`src/rtl/wdt_pkg.sv`:
```
package wdt_pkg;
  localparam logic [11:0] OFF_LOAD  = 12'h000;
  localparam logic [11:0] OFF_VALUE = 12'h004;
  localparam logic [11:0] OFF_CTRL  = 12'h008;
  localparam logic [11:0] OFF_ACK   = 12'h00C;
  localparam logic [11:0] OFF_RAW   = 12'h010;
  localparam logic [11:0] OFF_MSK   = 12'h014;
  localparam logic [11:0] OFF_LOCK  = 12'hC00;
  localparam logic [31:0] UNLOCK_KEY = 32'h1ACC_E551;

  typedef struct packed {
    logic rst_en;
    logic cnt_en;
  } ctrl_t;
endpackage

```
`src/rtl/wdt_regs.sv`:
```
module wdt_regs
  import wdt_pkg::*;
#(
  parameter int ADDR_W = 12,
  parameter int CNT_W = 32,
  parameter logic [CNT_W-1:0] LOAD_RESET = '1
) (
  input  logic              clk,
  input  logic              rst,
  input  logic [ADDR_W-1:0] addr,
  input  logic              wr_en,
  input  logic [31:0]       wr_data,
  output logic              lock_q,
  output ctrl_t             ctrl_q,
  output logic [CNT_W-1:0]  load_q,
  output logic              reload_p,
  output logic              ack_p,
  output logic [CNT_W-1:0]  reload_val
);
  logic             open_wr;
  logic [CNT_W-1:0] wr_load;

  assign open_wr  = wr_en && !lock_q;
  assign wr_load  = (wr_data[CNT_W-1:0] == '0) ? CNT_W'(1) : wr_data[CNT_W-1:0];
  assign reload_p = open_wr && (addr == ADDR_W'(OFF_LOAD));
  assign ack_p    = open_wr && (addr == ADDR_W'(OFF_ACK));
  assign reload_val = reload_p ? wr_load : load_q;

  always_ff @(posedge clk) begin
    if (rst) begin
      lock_q <= 1'b1;
      ctrl_q <= '0;
      load_q <= LOAD_RESET;
    end else begin
      if (wr_en && addr == ADDR_W'(OFF_LOCK))
        lock_q <= (wr_data != UNLOCK_KEY);
      if (open_wr && addr == ADDR_W'(OFF_CTRL))
        ctrl_q <= ctrl_t'(wr_data[1:0]);
      if (reload_p)
        load_q <= wr_load;
    end
  end
endmodule

```
`src/rtl/wdt_core.sv`:
```
module wdt_core #(
  parameter int CNT_W = 32,
  parameter logic [CNT_W-1:0] LOAD_RESET = '1
) (
  input  logic             clk,
  input  logic             rst,
  input  logic             cnt_en,
  input  logic             rst_en,
  input  logic             reload_p,
  input  logic             ack_p,
  input  logic [CNT_W-1:0] reload_val,
  output logic [CNT_W-1:0] count_q,
  output logic             raw_q,
  output logic             sys_rst_q
);
  logic expire;
  assign expire = cnt_en && (count_q == '0);

  always_ff @(posedge clk) begin
    if (rst) begin
      count_q   <= LOAD_RESET;
      raw_q     <= 1'b0;
      sys_rst_q <= 1'b0;
    end else begin
      if (reload_p || ack_p) begin
        count_q <= reload_val;
        if (ack_p) raw_q <= 1'b0;
      end else if (expire) begin
        count_q <= reload_val;
        raw_q   <= 1'b1;
        if (raw_q && rst_en) sys_rst_q <= 1'b1;
      end else if (cnt_en) begin
        count_q <= count_q - 1'b1;
      end
    end
  end
endmodule

```
`src/rtl/wdt_twostage.sv`:
```
module wdt_twostage
  import wdt_pkg::*;
#(
  parameter int ADDR_W = 12,
  parameter int CNT_W = 32,
  parameter logic [CNT_W-1:0] LOAD_RESET = '1
) (
  input  logic              clk,
  input  logic              rst,
  input  logic [ADDR_W-1:0] addr,
  input  logic              wr_en,
  input  logic [31:0]       wr_data,
  output logic [31:0]       rd_data,
  output logic              irq_o,
  output logic              sys_rst_o
);
  logic             lock_q;
  ctrl_t            ctrl_q;
  logic [CNT_W-1:0] load_q;
  logic [CNT_W-1:0] count_q;
  logic [CNT_W-1:0] reload_val;
  logic             reload_p;
  logic             ack_p;
  logic             raw_q;
  logic [31:0]      rd_mux;

  wdt_regs #(.ADDR_W(ADDR_W), .CNT_W(CNT_W), .LOAD_RESET(LOAD_RESET)) u_regs (
    .clk(clk), .rst(rst), .addr(addr), .wr_en(wr_en), .wr_data(wr_data),
    .lock_q(lock_q), .ctrl_q(ctrl_q), .load_q(load_q),
    .reload_p(reload_p), .ack_p(ack_p), .reload_val(reload_val)
  );

  wdt_core #(.CNT_W(CNT_W), .LOAD_RESET(LOAD_RESET)) u_core (
    .clk(clk), .rst(rst), .cnt_en(ctrl_q.cnt_en), .rst_en(ctrl_q.rst_en),
    .reload_p(reload_p), .ack_p(ack_p), .reload_val(reload_val),
    .count_q(count_q), .raw_q(raw_q), .sys_rst_q(sys_rst_o)
  );

  always_comb begin
    rd_mux = '0;
    unique case (addr)
      ADDR_W'(OFF_LOAD):  rd_mux = 32'(load_q);
      ADDR_W'(OFF_VALUE): rd_mux = 32'(count_q);
      ADDR_W'(OFF_CTRL):  rd_mux = {30'd0, ctrl_q};
      ADDR_W'(OFF_RAW):   rd_mux = {31'd0, raw_q};
      ADDR_W'(OFF_MSK):   rd_mux = {31'd0, raw_q & ctrl_q.cnt_en};
      ADDR_W'(OFF_LOCK):  rd_mux = {31'd0, lock_q};
      default:            rd_mux = '0;
    endcase
  end

  always_ff @(posedge clk) begin
    if (rst) rd_data <= '0;
    else     rd_data <= rd_mux;
  end

  assign irq_o = raw_q & ctrl_q.cnt_en;
endmodule

```
`config.mk`:
```
export PLATFORM = sky130hd
export DESIGN_NAME = wdt_twostage
export DESIGN_NICKNAME = d
export VERILOG_FILES = /design/src/rtl/wdt_pkg.sv /design/src/rtl/wdt_regs.sv /design/src/rtl/wdt_core.sv /design/src/rtl/wdt_twostage.sv
export SDC_FILE = /design/constraint.sdc
export NUM_CORES = 1
export LEC_CHECK = 0
export BUFFER_PORTS_ARGS = -buffer_cell sky130_fd_sc_hd__clkbuf_2
export CORE_ASPECT_RATIO = 0.5
export CORE_MARGIN = 3
export CORE_UTILIZATION = 50
export DETAILED_ROUTE_END_ITERATION = 10
export GPL_TIMING_DRIVEN = 0
export HOLD_SLACK_MARGIN = 0.15
export PLACE_DENSITY_LB_ADDON = 0.1
export SKIP_CTS_REPAIR_TIMING = 1
export SYNTH_ARGS = -nofsm -noshare
export SYNTH_HDL_FRONTEND = slang
export SYNTH_SLANG_ARGS = --single-unit
```
`constraint.sdc`:
```
create_clock -name clk -period 7.27 [get_ports clk]
set_input_delay 0.3635 -clock clk [delete_from_list [all_inputs] [get_ports clk]]
set_output_delay 0.3635 -clock clk [all_outputs]
set_load 0.05 [all_outputs]
```
Yosys cells after proc, flatten, opt, wreduce, memory -nomap -nowiden --
Index checks and enable logic that the tools add are counted.
Operators by class: add/sub/neg operators 1, equal/unequal tests 8, multiplexer cells 9, bitwise gates (word level) 2, reduce and logical (&&, ||, !) cells 16
Operators with widths (number):
- $pmux W32 S6 | 1
- $mux W32 | 5
- $logic_not A32 Y1 | 2
- $ne A32 B29 Y1 const B | 1
- $sub A32 B1 Y32 const B | 1
- $eq A12 B4 Y1 const B | 2
- $eq A12 B5 Y1 const B | 2
- $eq A12 B12 Y1 const B | 1
- $eq A12 B3 Y1 const B | 1
- $logic_not A12 Y1 | 1
- $logic_and A1 B1 Y1 | 7
- $mux W1 | 3
- $reduce_and A3 Y1 | 1
- $reduce_bool A3 Y1 | 1
- $ne A2 B1 Y1 const B | 1
- $reduce_and A2 Y1 | 1
- $reduce_bool A2 Y1 | 1
- $and A1 B1 Y1 | 1
- $logic_not A1 Y1 | 1
- $logic_or A1 B1 Y1 | 1
- $not A1 Y1 | 1
Storage, ports and cells: register bits after elaboration 101, output and inout port bits 34, logic and storage cells 44

Longest topological paths before layout --
Gate-level depths: netlist of the first run.
depth after elaboration 6, gate-level depth with buffers 10, mapped depth without buffers 8

Hierarchy --
Synthesis of the first run repeated with hierarchy kept, for this count alone.
Unflattened totals: cells, all modules 572, area total of the unflattened synthesis 5291.3 sq um
Modules (own cells, without submodules):
- wdt_core | times used 1, cells each 306, area each 2297.2 sq um, sequential area each 680.7 sq um
- wdt_regs | times used 1, cells each 148, area each 1716.6 sq um, sequential area each 700.7 sq um
- wdt_twostage | times used 1, cells each 118, area each 1277.5 sq um, sequential area each 640.6 sq um

Worst setup path after synthesis of the first run --
Ideal clock, no wire load.
kind flip-flop to flip-flop, from register u_core.count_q[10], to register u_core.count_q[21], arrival 2362 ps, data required time 7155 ps, slack 4792 ps, stages on the path, launching flop included 10, path buffers 4, period minus slack after synthesis 2478 ps, cell sequence dfxtp_1 > or4_1 > buf_2 > or4_4 > buf_6 > o31ai_4 > buf_6 > buf_6 > nand2_1 > a31o_1
Between the ends: longest elaborated chain between the ends 4
Ends and longest elaborated chain:
- from (decl) | RTL line wdt_core.sv:12 | output logic [CNT_W-1:0] count_q,
- from (signal assigned) | RTL line wdt_core.sv:26 | count_q <= reload_val;
- from (signal assigned) | RTL line wdt_core.sv:29 | count_q <= reload_val;
- from (signal assigned) | RTL line wdt_core.sv:33 | count_q <= count_q - 1'b1;
- $sub A32 B1 Y32 or $logic_not A32 Y1 (tied branches) | RTL line wdt_core.sv:33, wdt_core.sv:17
- $mux W32 or $logic_and A1 B1 Y1 (tied branches) | RTL line wdt_core.sv:32, wdt_core.sv:17
- $mux W32 | RTL line wdt_core.sv:28 | end else if (expire) begin
- $mux W32 | RTL line wdt_core.sv:25 | if (reload_p || ack_p) begin
Several ways; a longest one is shown, not always the timed one. The select of a mux whose other input is x is not followed. A chain may end at the register's enable or synchronous reset.

Worst setup path after layout of the first run --
from input port addr[5], to register u_core.count_q[5]
Between the ends: longest elaborated chain between the ends 5
Ends and longest elaborated chain:
- from (decl) | RTL line wdt_twostage.sv:10 | input logic [ADDR_W-1:0] addr,
- $logic_not A12 Y1 | RTL line wdt_regs.sv:25 | assign reload_p = open_wr && (addr == ADDR_W'(OFF_LOAD));
- $logic_and A1 B1 Y1 | RTL line wdt_regs.sv:25
- $mux W32 | RTL line wdt_regs.sv:27 | assign reload_val = reload_p ? wr_load : load_q;
- $mux W32 | RTL line wdt_core.sv:28
- $mux W32 | RTL line wdt_core.sv:25
Several ways; a longest one is shown, not always the timed one.

==> results of run 1 <==
-- registers in the layout, summed over array words and instances (netlist names) --
name	flops
u_regs.ctrl_q	2
u_regs.lock_q	1
u_core.sys_rst_q	1
u_regs.load_q	32
rd_data	32
u_core.raw_q	1
u_core.count_q	32
-- worst max-delay path, cell delays in order --
cell and delay [ps]:
clkbuf_2 90, nor4_1 760, nand4_1 720, nand2_1 580, clkbuf_1 610, nand4_1 160, a31o_2 230
-- layout by cell type (no fill, tap or decap), drive strengths merged, types with 4 or more instances in the layout --
master,synthesis,layout
a22oi,30,30
nor2,64,64
or4,6,6
inv,7,10
clkbuf,27,116
buf,8,8
o21ai,31,31
a31oi,10,10
nand4,18,18
dfxtp,101,101
a211oi,4,4
and4,4,4
a31o,6,6
o211ai,4,4
nand3,12,12
nor4,20,20
and3,5,5
nor3,20,20
and2,9,9
nand2,77,77
mux2,7,7
or3,6,6
nor2b,4,4
mux2i,29,29
a21oi,11,11
-- stage by stage --
step	area (sq um)	cells	util, %	setup WS [ps]	hold WS [ps]
2_1_floorplan	4780	566	-	4790	464
3_3_place_gp	5320	762	59.1	3670	481
3_5_place_dp	5320	762	59.1	3700	489
4_1_cts	5630	778	62.5	4050	269
5_1_grt	5630	778	62.5	3760	297
6_report	5630	778	62.5	3990	271
-- kinds of logic (layout without fill, tap and decap cells) --
| logic type | count (synthesis) | count (layout) | share of synthesized area (%) |
|---|---|---|---|
| simple gates | 259 | 259 | 27.3 |
| buf+inv | 42 | 137 | 3.95 |
| compound gates | 123 | 123 | 17.7 |
| fa+ha+maj | 1 | 1 | 0.262 |
| mux | 36 | 36 | 7.72 |
| xor+xnor | 4 | 4 | 0.733 |
| flops | 101 | 101 | 42.3 |
-- layer usage --
layer	GRT usage, %	vias up
met5	0	-
met4	7.14	0
met3	8.44	20
met2	46.8	304
met1	49.7	2348
li1	-	2273
-- worst paths after layout --
path,cells after the start,endpoint,slack [ps],startpoint
worst min-delay path,3,u_regs.load_q[5],270,wr_data[5]
worst min register to register,2,u_core.sys_rst_q,500,u_core.sys_rst_q
worst max register to register,9,u_core.count_q[21],4030,u_core.count_q[0]
worst max-delay path,7,u_core.count_q[5],3990,addr[5]
-- final cells by class --
| cell class | instances | area, sq um | share of cell area [%] |
|---|---|---|---|
| Inverter | 7 | 26.3 | 0.467 |
| Buffer | 35 | 163 | 2.89 |
| Multi-Input combinational cell | 423 | 2570 | 45.6 |
| Clock inverter | 6 | 78.8 | 1.40 |
| Timing Repair Buffer | 79 | 395 | 7.02 |
| Tap cell | 117 | 146 | 2.60 |
| Clock buffer | 10 | 229 | 4.07 |
| Sequential cell | 101 | 2020 | 35.9 |
-- where the power goes --
part | switching, mW | internal (mW)
clock | 0.230 | 0.275
sequential | 0.00776 | 0.557
combinational | 0.0322 | 0.0201
==> flow_summary.toml, run 1 <==
[synthesis]
synth-seq-area-share_pct = 42.3
synth.top_cell.area_share_pct = 42.3
synthDistinctLibCells = 56
ys_async_sr_fraction_pct = 0
synth_nets = 614
synth_area_per_cell_sq_um = 8.44
ys_top_cells_by_area = "dfxtp_1, mux2i_1, nand2_1"
yosysWarnings = 0
ys_seq_elements = 101
syn_area_sq_um = 4780
yosysMostFrequentCell = "dfxtp_1"
synth_edf_count = 0
synth-main-ff-cell = "dfxtp_1"
synthCells = 566
yosysTopAreaCell = "dfxtp_1"
synth_common_cells = "dfxtp_1, nand2_1, nor2_1, a22oi_1, mux2i_1"

[clock_tree]
cts-root-buf = "clkbuf_16"
clock_path_buffers = 2
cts_tree = "yes"
h-tree-depth = 3
path_clk_slew_ps = 70
clk_latency_ps = 350
clock_sinks = 101
cts_buffers = 9

[routing]
routed_wl_um = 17400
vias_per_cell = 6.36
num_vias = 4945
routedWlPerCell_um = 22.3
drc_errors = 0
met1Wirelength_um = 7870
met3_length_um = 2360
topRoutingLayerUsed = "met4"
route.met2.wl_um = 7000
drt_iter0_drc = 661
postRouteAntennaNets = 0
drtPass1Iterations = 5

[global_routing]
grt-ovfl-total = 0
grt_antenna_before_repair = 1
gr-usage-all-layers_pct = 32.8
grt_pass1_vias = 4491
grt_max_degree = 19
grt_pass1_wl_um = 26200

[timing]
max_freq_mhz = 305
clock-skew-final_ps = 7.40
hold_viol = 0
tightest_slew_ps = 1160
finalSetupTns_ps = 0
timing.max_slew.rel_slack_pct = 22.8
setup_viol = 0
rsz0062_at_grt = "no"
fin_crit_sh_pct = 45.1
post-route-min-period_ps = 3280
slew_violations = 0

[power]
max-vdd-ir-drop_v = 0.0000963
p_per_area_nw_per_um2 = 199
power.total_mw = 1.12
p_leak_nw = 2.22

[place]
hpwl_um = 12900
port_buffers = 79
globalplace.congestion = 1.01

[worst_setup_path]
cp_max_fo = 10
arrival_ps = 3520
worstSetupPathType = "input pin to flop"
endpoint_kind = "flop"
critPathLaunchType = "input pin"
cp.required_ps = 7520

[cells_and_area]
fin_nets = 704
antennaDiodeCount = 0
drive_gt1_share_pct = 17.7
fillers = 860
synthToLayoutAreaGrowth_pct = 17.8

[die]
ioPinCount = 81
start_util_pct = 53.1
rows = 24
die_area_sq_um = 10800
chipHeight_um = 75.1
die_x_um = 144
core_sq_um = 9010

[flow_run]
max_cap_viol_count = 0

[run_status]
status = "finished, final reports clean"

[hold_path]
min_path_type = "input pin to flop"
Power figures use the tool's default switching activity.
==> run 2, diff against run 1 <==
==> constraint.sdc (replaced) <==
create_clock -name clk -period 3.3 [get_ports clk]
set_input_delay 0.165 -clock clk [delete_from_list [all_inputs] [get_ports clk]]
set_output_delay 0.165 -clock clk [all_outputs]
set_load 0.05 [all_outputs]
==> flow_summary.toml, run 2 (synthesis results as in run 1) <==
[cells_and_area]
design_area_sq_um = 5820
synthToLayoutAreaGrowth_pct = 21.9
drive_gt1_share_pct = 17.4
final_util_pct = 64.7
fin_nets = 723
final_common_cell = "dfxtp_1"
multi_input_area_sq_um = 2570
final_cell_mix = "dfxtp_1, clkbuf_2, nand2_1, nor2_1, a22oi_1"
fillers = 834
reg_top3 = "rd_data: 32 flops, u_core.count_q: 32 flops, u_regs.load_q: 32 flops"
antennaDiodeCount = 0
seqCellArea_sq_um = 2020

[worst_setup_path]
endpoint_kind = "flop"
worst_r2r_path_depth = 7
critPathLaunchType = "input pin"
rr_startpoint = "u_core.count_q[10]"
cp.required_ps = 3550
cp_max_fo = 10
arrival_ps = 3340
r2r-end = "u_core.count_q[30]"
r2r_slack_ps = 210
worstSetupPathType = "input pin to flop"

[timing]
fin_crit_sh_pct = 93.6
setup_viol = 0
worst_hold_slack_ps = 113
max_freq_mhz = 324
hold_viol = 0
timing.max_slew.rel_slack_pct = 23.2
finalSetupTns_ps = 0
post-route-min-period_ps = 3090
clock-skew-final_ps = 7.75
slew_violations = 0
rsz0062_at_grt = "no"
tightest_slew_ps = 1150

[run_status]
status = "finished, final reports clean"

[power]
p_per_area_nw_per_um2 = 429
power.total_mw = 2.50
max-vdd-ir-drop_v = 0.000214
p_leak_nw = 2.30

[clock_tree]
cts_tree = "yes"
h-tree-depth = 3
cts-root-buf = "clkbuf_16"
path_clk_slew_ps = 80
clk_latency_ps = 350
cts_buffers = 9
clock_sinks = 101
clock_path_buffers = 2

[die]
rows = 24
die_x_um = 144
core_sq_um = 9010
die_area_sq_um = 10800
chipHeight_um = 75.1
start_util_pct = 53.1
ioPinCount = 81

[hold_path]
hold_path_end = "u_regs.load_q[13]"
min_from = "wr_data[13]"
min_path_type = "input pin to flop"
min_path_cells = 3

[routing]
postRouteAntennaNets = 0
routed_wl_um = 17700
num_vias = 5051
vias_per_cell = 6.34
drc_errors = 0
routedWlPerCell_um = 22.2
drt_iter0_drc = 644
drtPass1Iterations = 6

[flow_run]
max_cap_viol_count = 0

[global_routing]
gr-usage-all-layers_pct = 32.8
grt_antenna_before_repair = 1
grt_pass1_wl_um = 26200
grt-ovfl-total = 0
grt_max_degree = 19
grt_pass1_vias = 4491

[place]
placed_cell_area_sq_um = 5320
port_buffers = 79
hpwl_um = 12900
globalplace.congestion = 1.01
==> run 2: cell types whose count changed in the layout (fill, tap and decap cells not counted), sizes merged <==
cell         before  now
dlygate4sd3       0   19
==> run 2: power by group <==
group | switching, mW | leakage (nW) | internal [mW] | total [mW]
logic | 0.0742 | 1.34 | 0.0589 | 0.133
clock network | 0.517 | 0.151 | 0.606 | 1.12
registers | 0.0173 | 0.817 | 1.23 | 1.25
==> run 2: cell type report <==
cell class                 instances  area share (%)
inverter                           7           0.451
tap                              117            2.51
timing repair buffer              98            10.1
clock buffer                      10            3.93
buffer                            35            2.79
sequential                       101            34.7
multi-input combinational        423            44.2
clock inverter                     6            1.35
==> run 2: through the flow <==
stage	instances	worst slack, ps
after CTS	778	175
final	797	211
after detailed placement	762	-73.7
after floorplan	566	822
after global placement	762	-102
after global routing	797	8.79
==> run 2: worst max-delay path by stage <==
stage / from / end / slack, ps
floorplan: u_core.count_q[10] / u_core.count_q[21] / 820
global placement: addr[5] / u_core.count_q[5] / -100
detailed placement: addr[5] / u_core.count_q[5] / -70
CTS: u_core.count_q[0] / u_core.count_q[21] / 180
global route: addr[9] / u_core.count_q[5] / 9
finish: addr[5] / u_core.count_q[5] / 210
==> run 2: critical path, cell delays in order <==
cell and delay [ps]:
clkbuf_2 90, nor4_1 770, nand4_1 710, nand2_1 590, clkbuf_1 610, nand4_1 160
a31o_2 230
==> run 2: layer usage <==
metal	up-vias	GRT usage [%]	wire length, um
met3	17	8.44	2480
li1	2306	-	-
met4	0	7.14	199
met5	-	0	0
met2	329	46.8	7140
met1	2399	49.7	7870
==> run 3, diff against run 2 <==
==> constraint.sdc (replaced) <==
create_clock -name clk -period 3.3 [get_ports clk]
set_input_delay 0.33 -clock clk [delete_from_list [all_inputs] [get_ports clk]]
set_output_delay 0.33 -clock clk [all_outputs]
set_load 0.05 [all_outputs]
==> flow_summary.toml, run 3 (synthesis results as in run 1) <==
[run_status]
status = "finished, final reports clean"

[routing]
routedWlPerCell_um = 22.3
drtPass1Iterations = 5
drc_errors = 0
vias_per_cell = 6.34
routed_wl_um = 17500
postRouteAntennaNets = 0
num_vias = 4958
drt_iter0_drc = 629

[die]
start_util_pct = 53.1
ioPinCount = 81
rows = 24
die_area_sq_um = 10800
core_sq_um = 9010
chipHeight_um = 75.1
die_x_um = 144

[timing]
slew_violations = 0
fin_ws_ps = 248
tightest_slew_ps = 1170
worst_hold_slack_ps = 239
rsz0062_at_grt = "no"
timing.max_slew.rel_slack_pct = 21.7
fin_crit_sh_pct = 92.5
max_freq_mhz = 328
clock-skew-final_ps = 7.51
hold_viol = 0
post-route-min-period_ps = 3050
setup_viol = 0

[flow_run]
max_cap_viol_count = 0

[clock_tree]
clock_path_buffers = 2
cts_tree = "yes"
path_clk_slew_ps = 70
h-tree-depth = 3
cts-root-buf = "clkbuf_16"
clk_latency_ps = 350
cts_buffers = 9
clock_sinks = 101

[place]
hpwl_um = 12900
pre_cts_slack_ps = -239
globalplace.congestion = 1.01
placed_cell_area_sq_um = 5320
port_buffers = 79

[worst_setup_path]
arrival_ps = 3260
r2r_slack_ps = 250
rr_startpoint = "u_core.count_q[0]"
r2r-end = "u_core.count_q[13]"
critPathLaunchType = "flop"
cp_max_fo = 8
endpoint_kind = "flop"
worst_r2r_path_depth = 6
worstSetupPathType = "flop to flop"
cp.required_ps = 3510

[cells_and_area]
reg_top3 = "rd_data: 32 flops, u_core.count_q: 32 flops, u_regs.load_q: 32 flops"
final_util_pct = 62.9
fin_nets = 708
final_common_cell = "dfxtp_1"
design_area_sq_um = 5660
antennaDiodeCount = 0
drive_gt1_share_pct = 18.3
synthToLayoutAreaGrowth_pct = 18.5
final_cell_mix = "dfxtp_1, clkbuf_2, nand2_1, nor2_1, a22oi_1"
fillers = 860

[power]
p_leak_nw = 2.24
max-vdd-ir-drop_v = 0.000211
p_per_area_nw_per_um2 = 437

[global_routing]
gr-usage-all-layers_pct = 32.8
grt_antenna_before_repair = 1
grt-ovfl-total = 0
grt_pass1_vias = 4491
grt_pass1_wl_um = 26200
grt_max_degree = 19

[hold_path]
hold_path_end = "u_regs.load_q[5]"
min_from = "wr_data[5]"
min_path_cells = 3
min_path_type = "input pin to flop"
==> run 3: changes by cell type in the layout (fill, tap and decap cells not counted) <==
cell / change
buf_4: +4
dlygate4sd3_1: -19
==> run 3: stage by stage <==
| step | std cells | power, mW | setup TNS (ps) |
|---|---|---|---|
| 5_1_grt | 782 | 2.54 | 0 |
| 6_report | 782 | 2.48 | 0 |
| 3_3_place_gp | 762 | 1.38 | -960 |
| 2_1_floorplan | 566 | 1.32 | 0 |
| 4_1_cts | 778 | 2.47 | 0 |
| 3_5_place_dp | 762 | 1.38 | -807 |
==> run 3: layer usage <==
metal  global-route usage (%)  wire [um]
met1                     49.7       8000
met2                     46.8       6960
met3                     8.44       2290
met4                     7.14        201
met5                        0          0
==> run 3: layout make-up <==
cell class	instances	area (sq um)	share of cell area [%]
timing repair buffer	83	425	7.51
tap	117	146	2.58
multi-input combinational	423	2570	45.4
buffer	35	163	2.87
inverter	7	26.3	0.464
clock buffer	10	229	4.04
clock inverter	6	78.8	1.39
sequential	101	2020	35.7
==> run 3: worst max-delay path by stage <==
stage	start	to	slack, ps
5_1_grt	u_core.count_q[10]	u_core.count_q[11]	130
2_1_floorplan	u_core.count_q[10]	u_core.count_q[21]	820
4_1_cts	addr[5]	u_core.count_q[5]	120
3_5_place_dp	addr[5]	u_core.count_q[5]	-240
6_report	u_core.count_q[0]	u_core.count_q[13]	250
3_3_place_gp	addr[5]	u_core.count_q[5]	-270
==> run 3: worst max-delay path, stage by stage (launching register included) <==
cell     delay [ps]
dfxtp_1         360
nor4_1          960
nand3_1         530
or4_1           550
mux2_2          280
o21ai_0         150
o21ai_1          80
==> run 3: report_power, final <==
part | internal (mW) | leakage, nW | total [mW] | switching, mW
clock network | 0.606 | 0.151 | 1.12 | 0.511
logic | 0.0444 | 1.27 | 0.115 | 0.0708
registers | 1.23 | 0.817 | 1.25 | 0.0176
